===== config.mk =====
export PLATFORM = sky130hd
export DESIGN_NAME = i2c_reg_seq
export DESIGN_NICKNAME = d
export VERILOG_FILES = /design/src/rtl/i2c_seq_pkg.sv /design/src/rtl/i2c_seq_step.sv /design/src/rtl/i2c_seq_ctl.sv /design/src/rtl/i2c_seq_rcap.sv /design/src/rtl/i2c_reg_seq.sv
export SDC_FILE = /design/constraint.sdc
export NUM_CORES = 1
export LEC_CHECK = 0
export ABC_AREA = 1
export BUFFER_PORTS_ARGS = -buffer_cell sky130_fd_sc_hd__buf_2
export CAP_MARGIN = 20
export CORE_MARGIN = 2
export CORE_UTILIZATION = 45
export DETAILED_ROUTE_END_ITERATION = 7
export PLACE_DENSITY = 0.71
export SLEW_MARGIN = 10
export SYNTH_ARGS = -nofsm -noshare
export SYNTH_HDL_FRONTEND = slang
export SYNTH_SLANG_ARGS = --single-unit

===== constraint.sdc =====
create_clock -name clk -period 2.3 [get_ports clk]
set_input_delay 0.115 -clock clk [delete_from_list [all_inputs] [get_ports clk]]
set_output_delay 0.115 -clock clk [all_outputs]
set_load 0.01 [all_outputs]

===== src/rtl/i2c_seq_pkg.sv =====
package i2c_seq_pkg;

    typedef enum logic [2:0] {
        OP_START   = 3'd0,
        OP_WRITE   = 3'd1,
        OP_RD_ACK  = 3'd2,
        OP_RD_NACK = 3'd3,
        OP_STOP    = 3'd4
    } eng_op_e;

    typedef enum logic [2:0] {
        ST_LOST     = 3'd0,
        ST_START    = 3'd1,
        ST_RESTART  = 3'd2,
        ST_ADDR_ACK = 3'd3,
        ST_DATA_ACK = 3'd4,
        ST_RX_ACK   = 3'd5,
        ST_RX_NACK  = 3'd6,
        ST_NACK     = 3'd7
    } eng_st_e;

    typedef enum logic [1:0] {
        SQ_IDLE  = 2'd0,
        SQ_ISSUE = 2'd1,
        SQ_WAIT  = 2'd2,
        SQ_STOP  = 2'd3
    } seq_state_e;

    localparam int STEP_W = 3;

endpackage


===== src/rtl/i2c_seq_step.sv =====
// Step table: maps (direction, step index) to the engine command,
// the byte to send, and the only status that step accepts.
module i2c_seq_step
    import i2c_seq_pkg::*;
#(
    parameter int ADDR_W = 7,
    localparam int BYTE_W = ADDR_W + 1
) (
    input  logic                  rd,
    input  logic [STEP_W-1:0]     step,
    input  logic [ADDR_W-1:0]     addr,
    input  logic [BYTE_W-1:0]     cmd,
    input  logic [2*BYTE_W-1:0]   wdata,
    output eng_op_e               op,
    output logic [BYTE_W-1:0]     wbyte,
    output eng_st_e               exp_st,
    output logic                  alt_ok,
    output logic                  last,
    output logic                  cap_hi,
    output logic                  cap_lo
);

    always_comb begin
        op     = OP_START;
        wbyte  = '0;
        exp_st = ST_START;
        alt_ok = 1'b0;
        last   = 1'b0;
        cap_hi = 1'b0;
        cap_lo = 1'b0;
        case (step)
            3'd0: begin
                op     = OP_START;
                exp_st = ST_START;
                alt_ok = 1'b1;
            end
            3'd1: begin
                op     = OP_WRITE;
                wbyte  = {addr, 1'b0};
                exp_st = ST_ADDR_ACK;
            end
            3'd2: begin
                op     = OP_WRITE;
                wbyte  = cmd;
                exp_st = ST_DATA_ACK;
            end
            3'd3: begin
                if (rd) begin
                    op     = OP_START;
                    exp_st = ST_RESTART;
                end else begin
                    op     = OP_WRITE;
                    wbyte  = wdata[2*BYTE_W-1:BYTE_W];
                    exp_st = ST_DATA_ACK;
                end
            end
            3'd4: begin
                op = OP_WRITE;
                if (rd) begin
                    wbyte  = {addr, 1'b1};
                    exp_st = ST_ADDR_ACK;
                end else begin
                    wbyte  = wdata[BYTE_W-1:0];
                    exp_st = ST_DATA_ACK;
                    last   = 1'b1;
                end
            end
            3'd5: begin
                op     = OP_RD_ACK;
                exp_st = ST_RX_ACK;
                cap_hi = 1'b1;
            end
            3'd6: begin
                op     = OP_RD_NACK;
                exp_st = ST_RX_NACK;
                cap_lo = 1'b1;
                last   = 1'b1;
            end
            default: begin
                op     = OP_STOP;
                exp_st = ST_LOST;
            end
        endcase
    end

endmodule


===== src/rtl/i2c_seq_ctl.sv =====
// Transaction state machine: issues one command, waits for its status,
// advances or aborts through STOP.
module i2c_seq_ctl
    import i2c_seq_pkg::*;
#(
    parameter int ADDR_W = 7,
    localparam int BYTE_W = ADDR_W + 1
) (
    input  logic                  clk,
    input  logic                  rst_n,
    input  logic                  req,
    input  logic                  rd_wr,
    input  logic [ADDR_W-1:0]     addr,
    input  logic [BYTE_W-1:0]     cmd,
    input  logic [2*BYTE_W-1:0]   wdata,
    input  logic                  eng_done,
    input  eng_st_e               eng_st,
    input  eng_st_e               exp_st,
    input  logic                  alt_ok,
    input  logic                  last,
    input  logic                  step_cap_hi,
    input  logic                  step_cap_lo,
    output logic                  rd_q,
    output logic [STEP_W-1:0]     step_q,
    output logic [ADDR_W-1:0]     addr_q,
    output logic [BYTE_W-1:0]     cmd_q,
    output logic [2*BYTE_W-1:0]   wdata_q,
    output logic                  go,
    output logic                  stopping,
    output logic                  clr,
    output logic                  cap_hi,
    output logic                  cap_lo,
    output logic                  busy,
    output logic                  done,
    output logic                  ok
);

    typedef struct packed {
        seq_state_e            state;
        logic [STEP_W-1:0]     step;
        logic                  rd;
        logic [ADDR_W-1:0]     addr;
        logic [BYTE_W-1:0]     cmd;
        logic [2*BYTE_W-1:0]   wdata;
        logic                  ok;
        logic                  done;
    } ctl_t;

    ctl_t s_d, s_q;
    logic hit;

    always_comb begin
        s_d      = s_q;
        s_d.done = 1'b0;
        clr      = 1'b0;
        cap_hi   = 1'b0;
        cap_lo   = 1'b0;
        hit      = (eng_st == exp_st) || (alt_ok && eng_st == ST_RESTART);
        case (s_q.state)
            SQ_IDLE: begin
                if (req) begin
                    s_d.state = SQ_ISSUE;
                    s_d.step  = '0;
                    s_d.rd    = rd_wr;
                    s_d.addr  = addr;
                    s_d.cmd   = cmd;
                    s_d.wdata = wdata;
                    s_d.ok    = 1'b0;
                    clr       = 1'b1;
                end
            end
            SQ_ISSUE: s_d.state = SQ_WAIT;
            SQ_WAIT: begin
                if (eng_done) begin
                    if (hit) begin
                        cap_hi = step_cap_hi;
                        cap_lo = step_cap_lo;
                        if (last) begin
                            s_d.state = SQ_STOP;
                            s_d.ok    = 1'b1;
                        end else begin
                            s_d.state = SQ_ISSUE;
                            s_d.step  = s_q.step + 1'b1;
                        end
                    end else if (s_q.step == '0) begin
                        s_d.state = SQ_IDLE;
                        s_d.done  = 1'b1;
                        s_d.ok    = 1'b0;
                    end else begin
                        s_d.state = SQ_STOP;
                        s_d.ok    = 1'b0;
                    end
                end
            end
            SQ_STOP: begin
                s_d.state = SQ_IDLE;
                s_d.done  = 1'b1;
            end
            default: s_d.state = SQ_IDLE;
        endcase
    end

    always_ff @(posedge clk) begin
        if (!rst_n) begin
            s_q <= '0;
        end else begin
            s_q <= s_d;
        end
    end

    assign rd_q     = s_q.rd;
    assign step_q   = s_q.step;
    assign addr_q   = s_q.addr;
    assign cmd_q    = s_q.cmd;
    assign wdata_q  = s_q.wdata;
    assign go       = (s_q.state == SQ_ISSUE) || (s_q.state == SQ_STOP);
    assign stopping = (s_q.state == SQ_STOP);
    assign busy     = (s_q.state != SQ_IDLE);
    assign done     = s_q.done;
    assign ok       = s_q.ok;

endmodule


===== src/rtl/i2c_seq_rcap.sv =====
// Read-data holding register: cleared on accept, written per byte.
module i2c_seq_rcap #(
    parameter int BYTE_W = 8
) (
    input  logic                  clk,
    input  logic                  rst_n,
    input  logic                  clr,
    input  logic                  cap_hi,
    input  logic                  cap_lo,
    input  logic [BYTE_W-1:0]     byte_in,
    output logic [2*BYTE_W-1:0]   rdata
);

    logic [2*BYTE_W-1:0] r_d, r_q;

    always_comb begin
        r_d = r_q;
        if (clr) begin
            r_d = '0;
        end else begin
            if (cap_hi) r_d[2*BYTE_W-1:BYTE_W] = byte_in;
            if (cap_lo) r_d[BYTE_W-1:0]        = byte_in;
        end
    end

    always_ff @(posedge clk) begin
        if (!rst_n) begin
            r_q <= '0;
        end else begin
            r_q <= r_d;
        end
    end

    assign rdata = r_q;

endmodule


===== src/rtl/i2c_reg_seq.sv =====
module i2c_reg_seq
    import i2c_seq_pkg::*;
#(
    parameter int ADDR_W = 7,
    localparam int BYTE_W = ADDR_W + 1,
    localparam int WORD_W = 2 * BYTE_W
) (
    input  logic                 clk,
    input  logic                 rst_n,
    input  logic                 req,
    input  logic                 rd_wr,
    input  logic [ADDR_W-1:0]    addr,
    input  logic [BYTE_W-1:0]    cmd,
    input  logic [WORD_W-1:0]    wdata,
    output logic                 busy,
    output logic                 done,
    output logic                 ok,
    output logic [WORD_W-1:0]    rdata,
    output logic                 eng_go,
    output logic [2:0]           eng_op,
    output logic [BYTE_W-1:0]    eng_wbyte,
    input  logic                 eng_done,
    input  logic [2:0]           eng_status,
    input  logic [BYTE_W-1:0]    eng_rbyte
);

    logic                rd_q;
    logic [STEP_W-1:0]   step_q;
    logic [ADDR_W-1:0]   addr_q;
    logic [BYTE_W-1:0]   cmd_q;
    logic [WORD_W-1:0]   wdata_q;
    eng_op_e             step_op;
    logic [BYTE_W-1:0]   step_byte;
    eng_st_e             exp_st;
    logic                alt_ok, last, step_cap_hi, step_cap_lo;
    logic                stopping, clr, cap_hi, cap_lo;

    i2c_seq_step #(.ADDR_W(ADDR_W)) u_step (
        .rd     (rd_q),
        .step   (step_q),
        .addr   (addr_q),
        .cmd    (cmd_q),
        .wdata  (wdata_q),
        .op     (step_op),
        .wbyte  (step_byte),
        .exp_st (exp_st),
        .alt_ok (alt_ok),
        .last   (last),
        .cap_hi (step_cap_hi),
        .cap_lo (step_cap_lo)
    );

    i2c_seq_ctl #(.ADDR_W(ADDR_W)) u_ctl (
        .clk         (clk),
        .rst_n       (rst_n),
        .req         (req),
        .rd_wr       (rd_wr),
        .addr        (addr),
        .cmd         (cmd),
        .wdata       (wdata),
        .eng_done    (eng_done),
        .eng_st      (eng_st_e'(eng_status)),
        .exp_st      (exp_st),
        .alt_ok      (alt_ok),
        .last        (last),
        .step_cap_hi (step_cap_hi),
        .step_cap_lo (step_cap_lo),
        .rd_q        (rd_q),
        .step_q      (step_q),
        .addr_q      (addr_q),
        .cmd_q       (cmd_q),
        .wdata_q     (wdata_q),
        .go          (eng_go),
        .stopping    (stopping),
        .clr         (clr),
        .cap_hi      (cap_hi),
        .cap_lo      (cap_lo),
        .busy        (busy),
        .done        (done),
        .ok          (ok)
    );

    i2c_seq_rcap #(.BYTE_W(BYTE_W)) u_rcap (
        .clk     (clk),
        .rst_n   (rst_n),
        .clr     (clr),
        .cap_hi  (cap_hi),
        .cap_lo  (cap_lo),
        .byte_in (eng_rbyte),
        .rdata   (rdata)
    );

    assign eng_op    = stopping ? OP_STOP : step_op;
    assign eng_wbyte = stopping ? '0 : step_byte;

endmodule


==> flow_metrics.tcl, run 1 <==
set metrics [dict create \
    dpl_worst_slack_ns 0.1254 \
    ys_ff_latch 55 \
    seqPwrFrac_pct 45.9 \
    drive_gt1_share_pct 26.28 \
    fmax_mhz 476.1 \
    yosys_warnings 0 \
    worstPathRequired_ns 2.53 \
    crit_path_start_kind "flop" \
    synth.distinct_cells 24 \
    pwr-share-clk_pct 27.3 \
    grt_pass1_vias 2473 \
    syn_area_mm2 0.002601 \
    nNetsFinal 501 \
    drtIter0Drc 156 \
    reg2regPathDepth 12 \
    clkTransAtPathRegs_ns 0.10 \
    tritoncts "yes" \
    die_w_um 80.03 \
    clockBufferDepth 2 \
    cts_sinks 55 \
    dieArea_mm2 0.006405 \
    root_buffer "clkbuf_8" \
    switching_share_pct 32.99 \
    avgSynthCellArea_um2 6.974 \
    grt_pass1_wl_um 11110 \
    status "complete, no violations" \
    path_cells "ha_1 > ha_1 > inv_1 > nand2_1 > nor2_2 > nand2_2 > nand3_2 > nand3_2 > o21bai_4 > buf_4 > nand4_1 > a21oi_1" \
    power.leakage_nw 1.479 \
    cp.buffers_inverters 2 \
    setup_viol_count_final 0 \
    die_h_um 80.03 \
    firstDrtPassIters 4 \
    dp_hpwl_um 4766 \
    grt_setup_unrepaired "no" \
    htreeDepth 2 \
    fp.coreArea_mm2 0.005540 \
    end_kind "flop" \
    crit_family "simple AND/OR/NAND/NOR gates" \
    hold_buffers 0 \
    internal-power_w 0.001592 \
    cts_made_buffers 5 \
    io_pins 78 \
    hold_depth 3 \
    peakVddDrop_uv 397.2 \
    wl_um 6698 \
    ant_nets 0 \
    slowest_stage "dfxtp_4" \
    cp.arrival_ns 2.33 \
    diodes 0 \
    area_growth_pct 22.66 \
    cp_max_fo 16 \
    slew_headroom_pct 62.82 \
    numPortBuffers 77 \
    p_switching_w 0.0007837 \
    track_usage_pct 21.66 \
    syn_inst 373 \
    insertion_delay_ns 0.31 \
    tightest_slew_ns 0.5578 \
    worstSetupPathType "flop to flop" \
    drv_slew 0 \
    post_drt_via_cell_ratio 5.065 \
    fillers 557 \
    path_depth 12 \
    fin_ws_ns 0.1998 \
    power_density_mw_per_mm2 744.6 \
    hold_class "primary input to flop" \
    comb_power_share_pct 26.8 \
    fin_crit_sh_pct 91.32 \
    synth_seq_area_share_pct 42.33 \
    tns_ns 0 \
    clock_skew_ns 0.007348 \
    wl_per_cell_um 12.86 \
    fin_crit_ns 2.100 \
    cap_violations 0 \
    final_cell_mix "nand2_1, buf_2, nor2_1" \
    drc 0 \
    gp_congestion 0.9244 \
    row_count 27 \
    grt_max_degree 39 \
    slowest_delay_ns 0.37 \
    start_util_pct 46.95 \
    gr-total-overflow 0 \
    hold_violations 0 \
    grt_antenna_before_repair 0 \
    synth_nets 426 \
    vias 2639 \
]
==> timing repair <==
| action | CTS | global route |
|---|---|---|
| endpoints found under the setup margin | 0 | 27 |
| buffers inserted | 0 | 1 |
| hold endpoints to repair | 0 | 0 |
| resized for setup | 0 | 13 |
==> final timing paths <==
path,start,endpoint,slack [ns]
hold / removal,wdata[5],u_ctl.wdata_q[5]$_SDFFE_PN0P_,0.02
setup reg to reg,u_ctl.step_q[0]$_SDFFE_PN0P_,u_rcap.rdata[3]$_SDFFE_PP0P_,0.20
hold reg to reg,u_rcap.rdata[11]$_SDFFE_PP0P_,u_rcap.rdata[11]$_SDFFE_PP0P_,0.46
setup / recovery,u_ctl.step_q[0]$_SDFFE_PN0P_,u_rcap.rdata[3]$_SDFFE_PP0P_,0.20
==> cells in the mapped netlist <==
cell type,instances,area share (%)
nand3_2,2,0.77
a21oi_1,25,4.8
buf_8,1,0.58
buf_2,1,0.19
a31oi_1,1,0.24
inv_2,3,0.43
o21ai_0,34,6.5
inv_1,22,3.2
nand4_1,18,4.3
a41oi_1,8,2.7
nand3_1,14,2.7
nor3_1,1,0.19
dfxtp_1,55,42
nor2_2,4,0.96
nor2_1,71,10
buf_6,1,0.43
ha_1,6,2.9
clkbuf_1,12,1.7
clkinv_1,4,0.58
o21bai_4,1,0.72
or2_2,1,0.24
nand2_2,5,1.2
nand2_1,82,12
o21ai_1,1,0.19
==> worst reg2reg max path, delay by kind of cell, from the launching register on <==
kind	cells	cell delay, ns
and+or+nand+nor	6	0.58
adders and majority gates	2	0.40
DFF	1	0.37
AOI/OAI and AO/OA	2	0.37
buffers and inverters	2	0.31
==> metal layers <==
metal	wire [um]	global-route usage [%]
met5	0	0
met4	66	5.085
met3	420	4.864
met2	3076	35.58
met1	3135	28.89
==> flip-flops by register name, summed over array words and instances, names as in the netlist <==
name           flops
u_ctl.addr_q       7
u_ctl.cmd_q        8
u_ctl.done         1
u_ctl.ok           1
u_ctl.rd_q         1
u_ctl.s_q          2
u_ctl.step_q       3
u_ctl.wdata_q     16
u_rcap.rdata      16
==> through the flow <==
stage                     cell area, um^2  util, %  power, W  hold slack [ns]  cells
final                                3191    57.59  0.002376          0.02118    521
after global routing                 3191    57.59  0.002527          0.01550    521
after CTS                            3149    56.84  0.002363          0.01986    520
after detailed placement             3038    54.83  0.001713           0.3438    512
after global placement               3038    54.83  0.001704           0.3357    512
after floorplan                      2601        -  0.001536           0.2499    373
==> cell families after synthesis <==
family / count (synthesis) / share of synthesized area, %
flip-flops: 55 / 42.33
AND/OR/NAND/NOR: 198 / 32.47
AO/OA/AOI/OAI: 70 / 15.20
adder cells (fa/ha/maj): 6 / 2.886
buffers and inverters: 44 / 7.118
==> layout make-up <==
type	instances	area [um^2]	area share [%]
clock inverter	2	38.79	1.216
sequential	55	1107	34.71
multi-input combinational	274	1343	42.08
clock buffer	6	72.57	2.275
tap	72	90.09	2.824
inverter	29	108.9	3.412
timing repair buffer	83	430.4	13.49
==> power by group through the flow <==
stage	Sequential, W	Clock (W)	Combinational [W]
after CTS	0.00109	0.000666	0.000612
after global placement	0.00111	0	0.000599
after detailed placement	0.00111	0	0.000607
final	0.00109	0.000649	0.000636
after floorplan	0.00109	0	0.000443
after global routing	0.00110	0.000701	0.000724
(Power assumes the default switching activity.)
==> run 2, diff against run 1 <==
Settings changed: PLACE_DENSITY 0.71 to 0.69, SYNTH_HIERARCHICAL from default to 1.
==> flow_metrics.tcl, run 2 <==
set metrics [dict create \
    grt_antenna_before_repair 0 \
    synth_top_flop_cell "dfxtp_1" \
    firstDrtPassIters 4 \
    vias 2840 \
    ys_ff_latch 55 \
    tns_ns 0 \
    drc 0 \
    drv_slew 0 \
    async_flop_share_pct 0 \
    multi_input_area_mm2 0.001435 \
    cts_made_buffers 5 \
    fin_crit_sh_pct 91.29 \
    yosys_warnings 6 \
    gp_congestion 0.8559 \
    synth_top_area_cell "dfxtp_1" \
    track_usage_pct 18.48 \
    tritoncts "yes" \
    clkTransAtPathRegs_ns 0.11 \
    hold_violations 0 \
    fillers 706 \
    met2WireLength_um 3315 \
    diodes 0 \
    gr-total-overflow 0 \
    fin_crit_ns 2.100 \
    cap_violations 0 \
    ys_top_cells_by_count "nand2_1, nor2_1, dfxtp_1" \
    synth_seq_area_share_pct 34.78 \
    grt_pass1_wl_um 11510 \
    area_growth_pct 7.865 \
    tightest_slew_ns 0.5849 \
    synth_area_leaders "dfxtp_1, nand2_1, nor2_1" \
    crit_top_cell "nand2_1" \
    syn_area_mm2 0.003166 \
    met3_length_um 291 \
    synth_edf_count 0 \
    cts_sinks 55 \
    clockBufferDepth 2 \
    worstSetupPathType "flop to flop" \
    cp.arrival_ns 2.31 \
    worstPathRequired_ns 2.51 \
    synth_nets 510 \
    nNetsFinal 544 \
    numPortBuffers 77 \
    drive_gt1_share_pct 25.81 \
    grt_setup_unrepaired "no" \
    final_cell_mix "nand2_1, nor2_1, buf_2" \
    synth_top_area_share_pct 34.78 \
    seqCellArea_mm2 0.001102 \
    avgSynthCellArea_um2 6.867 \
    die_h_um 87.87 \
    htreeDepth 2 \
    grt_max_degree 40 \
    cp.buffers_inverters 4 \
    dieArea_mm2 0.007721 \
    worst_hold_slack_ns 0.05123 \
    start_util_pct 46.59 \
    p_total_w 0.002488 \
    routed.top_layer "met4" \
    slowest_stage "dfxtp_1" \
    wl_per_cell_um 11.67 \
    slowest_delay_ns 0.54 \
    io_pins 78 \
    cts_setup_buffers 0 \
    wl_um 6908 \
    ant_nets 0 \
    slew_headroom_pct 61.01 \
    peakVddDrop_uv 507.4 \
    insertion_delay_ns 0.31 \
    layout_commonest_cell "nand2_1" \
    dp.cells 584 \
    crit_path_start_kind "flop" \
    root_buffer "clkbuf_8" \
    hold_buffers 0 \
    fp.coreArea_mm2 0.006794 \
    synth.most_common_cell "nand2_1" \
    cp_max_fo 10 \
    fmax_mhz 476.3 \
    die_w_um 87.87 \
    status "complete, no violations" \
    end_kind "flop" \
    crit_family "simple AND/OR/NAND/NOR gates" \
    post_drt_via_cell_ratio 4.797 \
    final_cells 592 \
    clock_skew_ns 0.01217 \
    syn_inst 461 \
    met1_length_um 3177 \
    power_density_mw_per_mm2 728.7 \
    row_count 30 \
    setup_viol_count_final 0 \
    drtIter0Drc 98 \
    synth.distinct_cells 29 \
    path_cells "buf_4 > nor2_8 > nand2_1 > nand4_1 > inv_1 > nand2_1 > nand2_1 > nand3_2 > nand2_2 > nand3_1 > nor2_1 > buf_4 > inv_6 > nand2_1 > a21oi_2" \
    hold_class "primary input to flop" \
    power.leakage_nw 1.597 \
    dp_hpwl_um 5283 \
    grt_pass1_vias 2678 \
]
==> run 2: worst paths after layout <==
kind	slack (ns)	depth (start not counted)	startpoint	endpoint
worst max-delay path	0.20	15	u_ctl/step_q[2]$_SDFFE_PN0P_	u_rcap/rdata[4]$_SDFFE_PP0P_
worst min-delay path	0.05	3	wdata[13]	u_ctl/wdata_q[13]$_SDFFE_PN0P_
worst max register to register	0.20	15	u_ctl/step_q[2]$_SDFFE_PN0P_	u_rcap/rdata[4]$_SDFFE_PP0P_
worst min register to register	0.47	2	u_rcap/rdata[13]$_SDFFE_PP0P_	u_rcap/rdata[13]$_SDFFE_PP0P_
==> run 2: cell type report <==
class	instances	area share [%]
Clock buffer	5	2.015
Timing Repair Buffer	84	12.83
Multi-Input combinational cell	300	42.03
Clock inverter	3	1.392
Inverter	49	5.936
Sequential cell	55	32.28
Tap cell	96	3.518
==> run 2: through the flow <==
stage / util [%] / setup WS (ns) / instance area (um^2)
2_1_floorplan: - / 0.3675 / 3166
3_3_place_gp: 48.53 / 0.2233 / 3297
3_5_place_dp: 48.53 / 0.1899 / 3297
4_1_cts: 50.24 / 0.1687 / 3413
5_1_grt: 50.26 / 0.005922 / 3415
6_report: 50.26 / 0.2004 / 3415
==> run 2: timing repair <==
item	in CTS	in global routing
setup endpoints to repair	0	16
endpoints found under the hold margin	0	0
gates resized for setup	0	1
==> run 2: worst min-delay path, cell delays in order <==
cell and delay [ns]:
buf_2 0.07, o21ai_0 0.07, nor2_1 0.07
==> run 2: cell families after synthesis <==
kind of cell,after synthesis,synth area share [%]
AOI/OAI and AO/OA,63,11.38
buffers and inverters,106,19.88
DFF,55,34.78
and+or+nand+nor,234,32.89
adders and majority gates,2,0.7904
xor gates and xnor gates,1,0.2767
==> run 2: metal layers <==
metal,track usage [%],vias to the layer above
li1,-,1491
met1,23.49,1275
met2,32.16,63
met3,3.205,11
met4,5.175,0
met5,0,-
==> run 2: where the power goes <==
| group | internal [W] | leakage [nW] | switching, W | total [W] |
|---|---|---|---|---|
| registers | 0.00104 | 0.452 | 0.0000816 | 0.00113 |
| logic | 0.000248 | 1.09 | 0.000455 | 0.000703 |
| clock network | 0.000331 | 0.0587 | 0.000329 | 0.000659 |
==> run 3, diff against run 2 <==
Settings changed: PLACE_DENSITY 0.69 to 0.72, SYNTH_HIERARCHICAL 1 to default.
==> flow_metrics.tcl, run 3 (synthesized netlist as in run 1, its figures left out) <==
set metrics [dict create \
    status "complete, no violations" \
    grt_pass1_wl_um 10790 \
    clockBufferDepth 2 \
    drive_gt1_share_pct 25.99 \
    post_drt_via_cell_ratio 5.089 \
    dp.cells 512 \
    switching_share_pct 33.73 \
    gp_congestion 0.8759 \
    wl_per_cell_um 12.58 \
    p_switching_w 0.0007619 \
    internal-power_w 0.001497 \
    cp.buffers_inverters 2 \
    diodes 0 \
    grt_antenna_before_repair 0 \
    numPortBuffers 77 \
    power.leakage_nw 1.486 \
    end_kind "flop" \
    slowest_delay_ns 0.35 \
    cp.arrival_ns 2.33 \
    comb_power_share_pct 29.1 \
    start_util_pct 46.95 \
    tritoncts "yes" \
    wl_um 6618 \
    fin_crit_sh_pct 93.52 \
    vias 2677 \
    ant_nets 0 \
    nNetsFinal 506 \
    drtIter0Drc 86 \
    worstSetupPathType "flop to flop" \
    final_cells 526 \
    cts_sinks 55 \
    critPathLaunch "u_ctl.step_q[0]$_SDFFE_PN0P_" \
    root_buffer "clkbuf_8" \
    grt_pass1_vias 2501 \
    insertion_delay_ns 0.30 \
    utilization_pct 57.79 \
    gr-total-overflow 0 \
    drc 0 \
    tightest_slew_ns 0.5459 \
    slew_headroom_pct 63.61 \
    die_w_um 80.03 \
    crit_path_start_kind "flop" \
    fp.coreArea_mm2 0.005540 \
    min_from "addr[0]" \
    dp_hpwl_um 4799 \
    setup_viol_count_final 0 \
    slowest_stage "dfxtp_2" \
    dpl_cell_area_mm2 0.003038 \
    final_cell_mix "nand2_1, buf_2, nor2_1" \
    die_h_um 80.03 \
    area_growth_pct 23.09 \
    hold_buffers 0 \
    power_density_mw_per_mm2 705.4 \
    grt_max_degree 39 \
    r2r-start "u_ctl.step_q[0]$_SDFFE_PN0P_" \
    cap_violations 0 \
    worstPathRequired_ns 2.48 \
    fmax_mhz 464.9 \
    pwr-share-clk_pct 22.6 \
    cts_made_buffers 5 \
    drv_slew 0 \
    htreeDepth 2 \
    crit_family "simple AND/OR/NAND/NOR gates" \
    seqPwrFrac_pct 48.3 \
    fin_crit_ns 2.151 \
    path_cells "ha_1 > ha_1 > inv_1 > nand2_1 > nor2_2 > nand2_2 > nand3_1 > nand3_2 > o21bai_4 > buf_4 > nand3_4 > nand2_1 > a21oi_1" \
    hold_violations 0 \
    cp_max_fo 8 \
    layout_commonest_cell "nand2_1" \
    io_pins 78 \
    stdcell_area_mm2 0.003202 \
    peakVddDrop_uv 444.4 \
    hold_class "primary input to flop" \
    firstDrtPassIters 5 \
    track_usage_pct 21.23 \
    clock_skew_ns 0.005393 \
    row_count 27 \
    clkTransAtPathRegs_ns 0.09 \
    dieArea_mm2 0.006405 \
    p_total_w 0.002259 \
]
-- run 3: final cells by class --
class                           count  area (um^2)
Tap cell                           72        90.09
Fill cell                         561         2338
Sequential cell                    55         1105
Clock inverter                      1        5.005
Clock buffer                        7        76.32
Timing Repair Buffer               87        460.4
Inverter                           29        108.9
Multi-Input combinational cell    275         1356
-- run 3: metal layers --
metal  up-vias  GRT usage, %  part of all wire, %
li1       1384             -                    -
met1      1202         27.50                   46
met2        81         35.50                   46
met3        10         3.846                  6.4
met4         0         7.119                  1.6
met5         -             0                    0
-- run 3: power groups by stage --
stage          combinational, W  clock [W]  sequential, W
2_1_floorplan          0.000443          0        0.00109
3_3_place_gp           0.000593          0        0.00111
3_5_place_dp           0.000603          0        0.00111
4_1_cts                0.000608   0.000524        0.00109
5_1_grt                0.000744   0.000560        0.00110
6_report               0.000657   0.000511        0.00109
-- run 3: stage by stage --
step | hold WS, ns | setup TNS, ns | worst slack, ns
2_1_floorplan | 0.2499 | 0 | 0.3905
3_3_place_gp | 0.3363 | 0 | 0.1197
3_5_place_dp | 0.3426 | 0 | 0.01013
4_1_cts | 0.02278 | -0.002961 | -0.002961
5_1_grt | 0.02581 | -0.0006435 | -0.0006435
6_report | 0.02688 | 0 | 0.1490
-- run 3: worst min-delay path, stage by stage --
cell and delay (ns):
buf_2 0.07, nor2_1 0.03, nor2_1 0.08
-- run 3: path summary, 6_finish.rpt --
kind                                        to  slack, ns  depth (start not counted)
setup / recovery  u_rcap.rdata[8]$_SDFFE_PP0P_       0.15                         13
hold / removal    u_ctl.addr_q[0]$_SDFFE_PN0P_       0.03                          3
setup reg to reg  u_rcap.rdata[8]$_SDFFE_PP0P_       0.15                         13
hold reg to reg   u_rcap.rdata[5]$_SDFFE_PP0P_       0.47                          2
-- run 3: what timing repair did --
action	4_1_cts	5_1_grt
gates cloned	0	1
pin swaps	0	1
setup buffers	0	5
gates resized for setup	1	9
setup endpoints to repair	4	25
